[config.mk]
export PLATFORM = sky130hd
export DESIGN_NAME = cc_timer
export DESIGN_NICKNAME = d
export VERILOG_FILES = /design/src/rtl/cct_pkg.sv /design/src/rtl/cct_capture.sv /design/src/rtl/cct_match.sv /design/src/rtl/cc_timer.sv
export SDC_FILE = /design/constraint.sdc
export NUM_CORES = 1
export LEC_CHECK = 0
export CORE_MARGIN = 1
export CORE_UTILIZATION = 55
export CTS_BUF_LIST = sky130_fd_sc_hd__clkbuf_8
export CTS_CLUSTER_SIZE = 30
export DETAILED_ROUTE_END_ITERATION = 8
export GPL_TIMING_DRIVEN = 0
export MAX_ROUTING_LAYER = met4
export PLACE_DENSITY = 0.74
export SYNTH_ARGS = -nofsm -noshare
export SYNTH_HDL_FRONTEND = slang
export SYNTH_SLANG_ARGS = --single-unit
export TNS_END_PERCENT = 30
[constraint.sdc]
create_clock -name clk -period 2.7 [get_ports clk]
set_input_delay 0.54 -clock clk [delete_from_list [all_inputs] [get_ports clk]]
set_output_delay 0.54 -clock clk [all_outputs]
set_load 0.02 [all_outputs]
[src/rtl/cct_pkg.sv]
package cct_pkg;
    localparam int AW           = 4;
    localparam int PEND_CLR_LSB = 8;

    localparam logic [AW-1:0] A_TIMER = 4'd0;
    localparam logic [AW-1:0] A_CTRL  = 4'd1;
    localparam logic [AW-1:0] A_CMP0  = 4'd2;

    typedef enum logic [1:0] {
        EDGE_OFF  = 2'b00,
        EDGE_RISE = 2'b01,
        EDGE_FALL = 2'b10,
        EDGE_BOTH = 2'b11
    } edge_mode_e;
endpackage

[src/rtl/cct_capture.sv]
module cct_capture #(
    parameter int NCH = 4
) (
    input  logic             clk,
    input  logic             rst_n,
    input  logic [NCH-1:0]   pin,
    input  logic [2*NCH-1:0] mode,
    output logic [NCH-1:0]   fire
);
    import cct_pkg::*;

    typedef struct packed {
        logic [NCH-1:0] s1;
        logic [NCH-1:0] s2;
        logic [NCH-1:0] prev;
    } sync_t;

    sync_t sync_d, sync_q;

    always_comb begin
        sync_d      = sync_q;
        sync_d.s1   = pin;
        sync_d.s2   = sync_q.s1;
        sync_d.prev = sync_q.s2;
    end

    always_ff @(posedge clk or negedge rst_n) begin
        if (!rst_n) sync_q <= '0;
        else        sync_q <= sync_d;
    end

    for (genvar c = 0; c < NCH; c++) begin : g_edge
        edge_mode_e m;
        logic       rise, fall;
        assign m    = edge_mode_e'(mode[2*c +: 2]);
        assign rise = sync_q.s2[c] & ~sync_q.prev[c];
        assign fall = ~sync_q.s2[c] & sync_q.prev[c];
        assign fire[c] = ((m == EDGE_RISE || m == EDGE_BOTH) && rise) ||
                         ((m == EDGE_FALL || m == EDGE_BOTH) && fall);
    end
endmodule

[src/rtl/cct_match.sv]
module cct_match #(
    parameter int TW   = 16,
    parameter int NCMP = 3
) (
    input  logic                     run,
    input  logic [TW-1:0]            count,
    input  logic [NCMP-1:0][TW-1:0]  cmp,
    output logic [NCMP-1:0]          match
);
    for (genvar k = 0; k < NCMP; k++) begin : g_cmp
        assign match[k] = run && (count == cmp[k]);
    end
endmodule

[src/rtl/cc_timer.sv]
module cc_timer #(
    parameter int TW   = 16,
    parameter int NCAP = 4,
    parameter int NCMP = 3,
    parameter int NSR  = 6,
    parameter int NTG  = 2
) (
    input  logic                   clk,
    input  logic                   rst_n,
    input  logic                   wr_en,
    input  logic [cct_pkg::AW-1:0] wr_addr,
    input  logic [TW-1:0]          wr_data,
    input  logic [cct_pkg::AW-1:0] rd_addr,
    output logic [TW-1:0]          rd_data,
    input  logic [NCAP-1:0]        cap_in,
    output logic [NSR-1:0]         sr_out,
    output logic [NTG-1:0]         tog_out,
    output logic                   irq
);
    import cct_pkg::*;

    localparam int NFLG   = NCAP + NCMP + 1;
    localparam int SELW   = $clog2(NCMP + 1);
    localparam int NSEL   = 2 ** SELW;
    localparam logic [AW-1:0] A_CAP0 = A_CMP0 + AW'(NCMP);
    localparam logic [AW-1:0] A_EDGE = A_CAP0 + AW'(NCAP);
    localparam logic [AW-1:0] A_SEL  = A_EDGE + 4'd1;
    localparam logic [AW-1:0] A_PEND = A_EDGE + 4'd2;
    localparam logic [AW-1:0] A_FLAG = A_EDGE + 4'd3;
    localparam logic [AW-1:0] A_IREN = A_EDGE + 4'd4;

    typedef struct packed {
        logic [TW-1:0]             count;
        logic                      run;
        logic [NCMP-1:0][TW-1:0]   cmp;
        logic [NCAP-1:0][TW-1:0]   cap;
        logic [2*NCAP-1:0]         edge_mode;
        logic [NSR*SELW-1:0]       sel;
        logic [NSR-1:0]            pset;
        logic [NSR-1:0]            pclr;
        logic [NFLG-1:0]           flags;
        logic [NFLG-1:0]           irqen;
        logic [NSR-1:0]            sr;
        logic [NTG-1:0]            tog;
    } state_t;

    state_t state_d, state_q;

    logic [NCAP-1:0] cap_fire;
    logic [NCMP-1:0] match;
    logic [NSEL-1:0] match_ext;
    logic [NFLG-1:0] events;
    logic            ovf_ev;

    cct_capture #(.NCH(NCAP)) i_capture (
        .clk  (clk),
        .rst_n(rst_n),
        .pin  (cap_in),
        .mode (state_q.edge_mode),
        .fire (cap_fire)
    );

    cct_match #(.TW(TW), .NCMP(NCMP)) i_match (
        .run  (state_q.run),
        .count(state_q.count),
        .cmp  (state_q.cmp),
        .match(match)
    );

    assign match_ext = NSEL'(match);
    assign ovf_ev    = state_q.run && (&state_q.count);
    assign events    = {ovf_ev, match, cap_fire};

    always_comb begin
        logic [NFLG-1:0] clr;
        logic [SELW-1:0] s;
        state_d = state_q;
        clr     = '0;

        if (state_q.run) state_d.count = state_q.count + 1'b1;

        for (int c = 0; c < NCAP; c++)
            if (cap_fire[c]) state_d.cap[c] = state_q.count;

        for (int k = 0; k < NTG; k++)
            if (match[k]) state_d.tog[k] = ~state_q.tog[k];

        for (int j = 0; j < NSR; j++) begin
            s = state_q.sel[j*SELW +: SELW];
            if (match_ext[s]) begin
                if (state_q.pset[j])      state_d.sr[j] = 1'b1;
                else if (state_q.pclr[j]) state_d.sr[j] = 1'b0;
                state_d.pset[j] = 1'b0;
                state_d.pclr[j] = 1'b0;
            end
        end

        if (wr_en) begin
            if (wr_addr == A_TIMER) state_d.count     = wr_data;
            if (wr_addr == A_CTRL)  state_d.run       = wr_data[0];
            if (wr_addr == A_EDGE)  state_d.edge_mode = wr_data[2*NCAP-1:0];
            if (wr_addr == A_SEL)   state_d.sel       = wr_data[NSR*SELW-1:0];
            if (wr_addr == A_IREN)  state_d.irqen     = wr_data[NFLG-1:0];
            if (wr_addr == A_FLAG)  clr               = wr_data[NFLG-1:0];
            if (wr_addr == A_PEND) begin
                state_d.pset = wr_data[NSR-1:0];
                state_d.pclr = wr_data[PEND_CLR_LSB +: NSR];
            end
            for (int k = 0; k < NCMP; k++)
                if (wr_addr == A_CMP0 + AW'(k)) state_d.cmp[k] = wr_data;
        end

        state_d.flags = (state_q.flags & ~clr) | events;
    end

    always_ff @(posedge clk or negedge rst_n) begin
        if (!rst_n) state_q <= '0;
        else        state_q <= state_d;
    end

    always_comb begin
        rd_data = '0;
        if (rd_addr == A_TIMER) rd_data = state_q.count;
        if (rd_addr == A_CTRL)  rd_data = TW'(state_q.run);
        if (rd_addr == A_EDGE)  rd_data = TW'(state_q.edge_mode);
        if (rd_addr == A_SEL)   rd_data = TW'(state_q.sel);
        if (rd_addr == A_FLAG)  rd_data = TW'(state_q.flags);
        if (rd_addr == A_IREN)  rd_data = TW'(state_q.irqen);
        if (rd_addr == A_PEND)
            rd_data = TW'(state_q.pset) | (TW'(state_q.pclr) << PEND_CLR_LSB);
        for (int k = 0; k < NCMP; k++)
            if (rd_addr == A_CMP0 + AW'(k)) rd_data = state_q.cmp[k];
        for (int c = 0; c < NCAP; c++)
            if (rd_addr == A_CAP0 + AW'(c)) rd_data = state_q.cap[c];
    end

    assign sr_out  = state_q.sr;
    assign tog_out = state_q.tog;
    assign irq     = |(state_q.flags & state_q.irqen);
endmodule

After elaboration in Yosys (flattened, before gate mapping)
Index checks and enable logic that the tools add are counted.

Bits in registers: 197.

Add/sub/neg operators: 1. Order comparisons: 6. Equal/unequal tests: 37. Multiplexer cells: 61. Bitwise operators: 23. Reduce and logical (&&, ||, !) cells: 47.

Operator list (count): $mux W16 (19); $mux W65 (1); $eq A16 B16 Y1 (3); $eq A4 B4 Y1 const B (11); $mux W1 (31); $reduce_and A2 Y1 (13); $mux W12 (2); $eq A4 B3 Y1 const B (5); $lt A2 B3 Y1 const B (6); $add A16 B1 Y16 const B (1); $and A8 B8 Y8 (2); $eq A2 B2 Y1 const B (8); $eq A4 B2 Y1 const B (4); $mux W8 (2); $reduce_and A16 Y1 (1); $or A6 B14 Y14 (1); $bmux W1 S2 (6); $logic_and A1 B1 Y1 (12); $logic_or A1 B1 Y1 (12); $reduce_bool A2 Y1 (6); $not A1 Y1 (10); $and A1 B1 Y1 (8); $eq A2 B1 Y1 const B (4); $eq A4 B1 Y1 const B (2); other kinds (4) (5).

Longest topological paths before layout
Gate-level depths: netlist of run 1.

Depth after elaboration: 15. Gate-level depth with buffers: 8. Mapped depth without buffers: 6.

Modules after synthesis
From an unflattened synthesis of run 1, not the netlist that was laid out.

Cells, all modules: 964. Area, all modules: 10382.5 µm².

By module, submodules not included: cc_timer (instances 1, cells an instance 874, area an instance 9457.8 µm², sequential area each 4629.4 µm²); cct_match (instances 1, cells an instance 66, area an instance 544.3 µm², sequential area each 0.0 µm²); cct_capture (instances 1, cells an instance 24, area an instance 380.4 µm², sequential area each 300.3 µm²).

Worst setup path after synthesis of run 1
OpenSTA, ideal clock, no wires.

Path kind: input port to output port. From: input port rd_addr[0] (netlist bit). To: output port rd_data[3]. Data arrival time: 2326 ps. Path slack: -166 ps. Cell stages on the path: 7. Buffers on the path: 1. Cell sequence: or2_2 clkbuf_1 nor2_1 a21oi_1 o21ai_0 a31oi_1 o41ai_1.

Word-level cells in the longest chain between the ends: 15. Elaborated cells between the ends (all ways): 28. Classes of those cells: 13 x eq/ne; 14 x mux; 1 x reduce/logical.

Ends and longest elaborated chain: start: declaration (RTL line cc_timer.sv:13) `input logic [cct_pkg::AW-1:0] rd_addr,`; $logic_not A4 Y1 (RTL line cc_timer.sv:123) `if (rd_addr == A_TIMER) rd_data = state_q.count;`; $mux W16 (RTL line cc_timer.sv:123); $mux W16 (RTL line cc_timer.sv:124) `if (rd_addr == A_CTRL) rd_data = TW'(state_q.run);`; $mux W16 (RTL line cc_timer.sv:125) `if (rd_addr == A_EDGE) rd_data = TW'(state_q.edge_mode);`; $mux W16 (RTL line cc_timer.sv:126) `if (rd_addr == A_SEL) rd_data = TW'(state_q.sel);`; $mux W16 (RTL line cc_timer.sv:127) `if (rd_addr == A_FLAG) rd_data = TW'(state_q.flags);`; $mux W16 (RTL line cc_timer.sv:128) `if (rd_addr == A_IREN) rd_data = TW'(state_q.irqen);`; $mux W16 (RTL line cc_timer.sv:129) `if (rd_addr == A_PEND)`; $mux W16 (3 in series) (RTL line cc_timer.sv:132) `if (rd_addr == A_CMP0 + AW'(k)) rd_data = state_q.cmp[k];`; $mux W16 (3 in series) (RTL line cc_timer.sv:134) `if (rd_addr == A_CAP0 + AW'(c)) rd_data = state_q.cap[c];`; $mux W16 * (RTL line cc_timer.sv:134); end: declaration (RTL line cc_timer.sv:14) `output logic [TW-1:0] rd_data,`.

Mark *: on every way between the ends. The rest lies on a longest branch, timed or not.

Final worst setup path of run 1
From: register state_q[175] (netlist bit). To: output port rd_data[6].

Word-level cells in the longest chain between the ends: 14.

Ends and longest elaborated chain: start: declaration (RTL line cc_timer.sv:47) `state_t state_d, state_q;`; start signal: assignment (RTL line cc_timer.sv:118) `else state_q <= state_d;`; $mux W16 (RTL line cc_timer.sv:123); $mux W16 (RTL line cc_timer.sv:124); $mux W16 (RTL line cc_timer.sv:125); $mux W16 (RTL line cc_timer.sv:126); $mux W16 (RTL line cc_timer.sv:127); $mux W16 (RTL line cc_timer.sv:128); $mux W16 (RTL line cc_timer.sv:129); $mux W16 (3 in series) (RTL line cc_timer.sv:132); $mux W16 (4 in series) (RTL line cc_timer.sv:134).

No other way between the ends.

==> results of run 1 <==
-- final cells by class --
cell class | instances | area, sq um
Buffer | 69 | 587
Timing Repair Buffer | 74 | 683
Inverter | 11 | 42.5
Multi-Input combinational cell | 726 | 5670
Fill cell | 1446 | 6210
Clock buffer | 17 | 234
Sequential cell | 197 | 4930
Clock inverter | 14 | 155
Tap cell | 260 | 325
-- state kept, by name, summed over array words and instances (netlist names) --
register and count:
tog_out 2, i_capture.sync_q 4, sr_out 6, state_q 177, i_capture.sync_d 8
-- final timing paths --
kind	endpoint	slack (ns)	startpoint
worst max-delay path	rd_data[6]	0.005	state_q[175]$_DFF_PN0_
worst min-delay path	state_q[37]$_DFFE_PN0P_	0.02	rst_n
worst max register to register	sr_out[4]$_DFFE_PN0P_	0.07	state_q[170]$_DFF_PN0_
worst min register to register	i_capture.sync_d[0]$_DFF_PN0_	0.36	i_capture.sync_d[4]$_DFF_PN0_
max in group asynchronous	state_q[97]$_DFFE_PN0P_	1.71	rst_n
min in group clk	i_capture.sync_d[0]$_DFF_PN0_	0.36	i_capture.sync_d[4]$_DFF_PN0_
-- logic make-up after synthesis --
| logic type | after synthesis | synth area share [%] |
|---|---|---|
| DFF | 197 | 46.4 |
| buffers and inverters | 82 | 3.57 |
| xor gates and xnor gates | 65 | 5.36 |
| AOI/OAI and AO/OA | 221 | 13.5 |
| and+or+nand+nor | 274 | 13.7 |
| muxes | 165 | 17.3 |
| adders and majority gates | 1 | 0.118 |
-- power by group --
group          switching (uW)  leakage [uW]  internal (uW)
clock                    1140      0.000186            831
sequential                792       0.00236           3870
combinational            1960       0.00256           1740
total                    3890       0.00510           6440
-- through the flow --
step | area [sq um] | hold slack (ns) | utilization (%) | total power (uW)
final | 12600 | 0.0169 | 67.0 | 10300
after CTS | 12300 | 0.0959 | 65.4 | 10100
after global routing | 12600 | 0.0826 | 67.0 | 10800
after global placement | 11500 | 0.333 | 60.9 | 7950
after detailed placement | 11500 | 0.336 | 61.1 | 8080
after floorplan | 10600 | 0.244 | - | 6820
-- layer usage --
layer / vias up / wire [um]
met5: - / 0
met4: 0 / 1600
met3: 115 / 3200
met2: 522 / 15400
met1: 4411 / 13700
li1: 3821 / -
-- placed cells by master, fill, tap and decap left out, types with 15 or more instances in the layout --
cell / n
a21oi_1: 39
buf_2: 16
buf_4: 38
clkbuf_1: 16
clkbuf_8: 20
clkdlybuf4s50_1: 31
dfrtp_1: 195
mux2_2: 151
nand2_1: 87
nand3_1: 25
nor2_1: 31
nor2b_1: 16
o21ai_0: 59
o21ai_1: 15
o22ai_1: 16
xnor2_1: 33
xor2_1: 32
-- what timing repair did --
item                       4_1_cts  5_1_grt
pin swaps                       16       23
cloned                           2        1
resized for setup              213       84
setup buffers                    8       11
setup endpoints to repair       16       32
==> flow_summary.ini, run 1 <==
[placement]
gp_congestion = 1.05
hpwl_um = 24300
dp.cells = 1318
port-buffer-count = 52
dp_slack_ns = -1.83

[floorplan]
die_h_um = 141
die-area_sq_um = 19900
die_x_um = 141
start_util_pct = 56.4
ios = 56
core_sq_um = 18800
rows = 50

[sta]
setup_tns_ns = 0
fmax_mhz = 371
layout_worst_path_cycle_share_pct = 99.8
setup_viol = 0
setup_slack_ns = 0.00498
fin_crit_ns = 2.70
rsz0062_at_grt = true
hold_viol_final = 0
worst_slew_pin_slew_ns = 1.14
slew_violations = 0
maxSlewHeadroom_pct = 23.1
clock_skew_ns = 0.0150

[synthesis]
synth_top_cell_by_area = dfrtp_1
synth_warnings = 0
synthMostInstantiatedCell = dfrtp_1
ys_types = 69
synth-async-reset-ratio_pct = 100
syn_area_sq_um = 10600
synth-edff-count = 0
syn-num-nets = 1037
synth_top_cell_area_share_pct = 46.4
synthTopCellsByArea = dfrtp_1 46%, mux2_2 16%, nand2_1 3.3%
synth.ff_latch_count = 197
postSynthCellCount = 1005
synth_ff_type = dfrtp_1
synth.top_cells.by_count = 197 x dfrtp_1, 151 x mux2_2, 94 x nand2_1, 70 x o21ai_0, 42 x nor2_1
avgSynthCellArea_sq_um = 10.6
synth.yosys.seq_area_share_pct = 46.4

[clock_network]
htreeDepth = 4
cts-root-buf = clkbuf_8
cts_tree = done
clock_sinks = 197
clock_latency_ns = 0.48
cts_made_buffers = 17
cts_hold_buf = 0
cts.clk_slew.worst_paths_ns = 0.11
cts_max_path_buffers = 2

[worst_setup_path]
worst_setup_path_end_kind = primary output
worstPathArrival_ns = 2.16
worstSetupPathDepth = 8
critPathRequiredTime_ns = 2.16
slowest_delay_ns = 0.42
critPathBufInv = 2
crit_path_top_delay_cell = dfrtp_1
reg2reg_depth = 7
path_cells = buf_6, nor4b_2, nor3_1, o32ai_1, a21oi_1, a211oi_2, o21a_1, buf_4
cpLargestDelayFamily = compound AO/OA/AOI/OAI gates
start_kind = flop
timing_worst_setup_path_type = flop to primary output
crit_fanout = 10

[final_layout]
final_nets = 1128
fin_cells = 1368
drive_above_1_share_pct = 31.8
antenna_cells = 0
syn2layout_area_growth_pct = 18.9

[run_status]
status = completed

[global_route]
grt_pass1_wl_um = 52000
grt_usage_pct = 36.6
grt_pass1_vias = 8724
grt_busiest_layer = met2
met3_usage_pct = 6.32
use_met1_pct = 48.6
grt_max_degree = 103
antenna_found_initial = 0
gr-usage-met2_pct = 54.8
overflow = 0

[route]
via_per_inst = 6.48
wl_um = 33900
drc = 0
dr_total_vias = 8869
antenna_left = 0
wl_per_cell_um = 24.8
drt_iter0_drc = 1145
dr.pass1.iters = 6

[power_and_ir_drop]
p_leak_uw = 0.00510
vdd_drop_max_v = 0.000392
p_per_area_nw_per_um2 = 819

[flow_run]
drv_cap = 0

[hold_path]
min_path_type = input port to async pin
(Power assumes the default switching activity.)
==> run 2: changes to the inputs <==
CAP_MARGIN = 25   (was default)
CTS_CLUSTER_DIAMETER = 150   (was default)
==> flow_summary.ini, run 2 (synthesized netlist as in run 1, its figures left out) <==
[worst_setup_path]
critPathBufInv = 2
slowest_delay_ns = 0.39
critPathRequiredTime_ns = 2.16
worstPathArrival_ns = 2.18
crit_top_cell = buf_6
worst_setup_path_end_kind = primary output
crit_path_top_delay_cell = dfrtp_1
timing_worst_setup_path_type = flop to primary output
cpLargestDelayFamily = compound AO/OA/AOI/OAI gates
start_kind = flop
crit_fanout = 10
path_cells = buf_6, nor4b_4, nor3_1, o32ai_1, a21oi_1, a211oi_2, o21a_1, buf_6

[run_status]
status = finished with violations
violations = negative setup slack

[sta]
hold_viol_final = 0
maxSlewHeadroom_pct = 35.7
rsz0062_at_grt = true
setup_slack_ns = -0.0207
setup_viol = 2
setup_tns_ns = -0.0250
clock_skew_ns = 0.0153
worst_slew_pin_slew_ns = 0.963
fmax_mhz = 368
fin_crit_ns = 2.72
slew_violations = 0
layout_worst_path_cycle_share_pct = 101

[route]
drt_iter0_drc = 1058
via_per_inst = 6.50
drc = 0
wl_per_cell_um = 24.9
antenna_left = 0
wl_um = 34100
dr_total_vias = 8913
dr.pass1.iters = 8

[clock_network]
cts_made_buffers = 17
cts_max_path_buffers = 2
cts_hold_buf = 0
cts-root-buf = clkbuf_8
clock_sinks = 197
clock_latency_ns = 0.49
cts.clk_slew.worst_paths_ns = 0.11
htreeDepth = 4
cts_tree = done

[final_layout]
utilization_pct = 66.8
final_area_sq_um = 12600
top_register = state_q
largest_register_ffs = 177
syn2layout_area_growth_pct = 18.4
antenna_cells = 0
layout_commonest_cell = dfrtp_1
final_nets = 1131
layout_common_cells = 193 x dfrtp_1, 151 x mux2_2, 89 x nand2_1, 61 x o21ai_0, 38 x a21oi_1
drive_above_1_share_pct = 31.2

[floorplan]
die-area_sq_um = 19900
core_sq_um = 18800
ios = 56
rows = 50
die_x_um = 141
die_h_um = 141
start_util_pct = 56.4

[power_and_ir_drop]
p_int_uw = 6410
p_sw_uw = 3960
clockPowerShare_pct = 19.2
p_per_area_nw_per_um2 = 825
vdd_drop_max_v = 0.000490
swShare_pct = 38.2
p_comb_share_pct = 35.6
pwr-share-seq_pct = 45.1
p_leak_uw = 0.00513

[hold_path]
min_path_type = input port to async pin

[global_route]
antenna_found_initial = 0
grt_pass1_wl_um = 52100
overflow = 0
grt_max_degree = 103
grt_pass1_vias = 8775
grt_usage_pct = 36.8

[placement]
hpwl_um = 24400
place_area_sq_um = 11500
gp_congestion = 1.05
port-buffer-count = 52

[flow_run]
drv_cap = 0
-- run 2: repair_timing --
action	CTS	global route
pin swaps	17	17
setup buffers	3	15
endpoints found under the setup margin	16	22
resized for setup	214	56
cloned	2	1
-- run 2: per-layer routing --
layer	share of wire (%)	global-route usage, %	vias up
li1	-	-	3831
met1	41	48.8	4449
met2	45	54.9	531
met3	9.8	7.98	102
met4	4.1	15.6	0
met5	0	-	-
-- run 2: power by group through the flow --
stage          Sequential, uW  Combinational, uW  Clock [uW]
2_1_floorplan            4390               2430           0
3_3_place_gp             4640               3310           0
3_5_place_dp             4670               3420           0
4_1_cts                  4640               3500        2010
5_1_grt                  4770               3930        2120
6_report                 4680               3690        2000
-- run 2: layout make-up --
cell class	instances	area (sq um)
well taps	260	325
inverters	11	42.5
clock buffers	17	234
repair buffers	78	686
flip-flops and latches	197	4930
multi-input cells	726	5600
clock inverters	15	165
plain buffers	68	586
fillers	1453	6260
-- run 2: final timing paths --
path / end / cells past startpoint / startpoint / slack (ns)
setup / recovery: rd_data[6] / 8 / state_q[175]$_DFF_PN0_ / -0.02
hold / removal: state_q[37]$_DFFE_PN0P_ / 1 / rst_n / 0.02
setup reg to reg: sr_out[4]$_DFFE_PN0P_ / 7 / state_q[170]$_DFF_PN0_ / 0.10
hold reg to reg: i_capture.sync_d[0]$_DFF_PN0_ / 0 / i_capture.sync_d[4]$_DFF_PN0_ / 0.36
max in group asynchronous: state_q[81]$_DFFE_PN0P_ / 2 / rst_n / 1.69
min in group clk: i_capture.sync_d[0]$_DFF_PN0_ / 0 / i_capture.sync_d[4]$_DFF_PN0_ / 0.36
-- run 2: stage by stage --
stage                     hold WS (ns)  power, uW  std cells  worst slack (ns)
after floorplan                  0.244       6820       1005            -0.157
after detailed placement         0.336       8090       1322             -1.82
final                           0.0241      10400       1372           -0.0207
after CTS                       0.0887      10100       1356           -0.0115
after global placement           0.333       7950       1317             -7.16
after global routing            0.0874      10800       1372           -0.0490
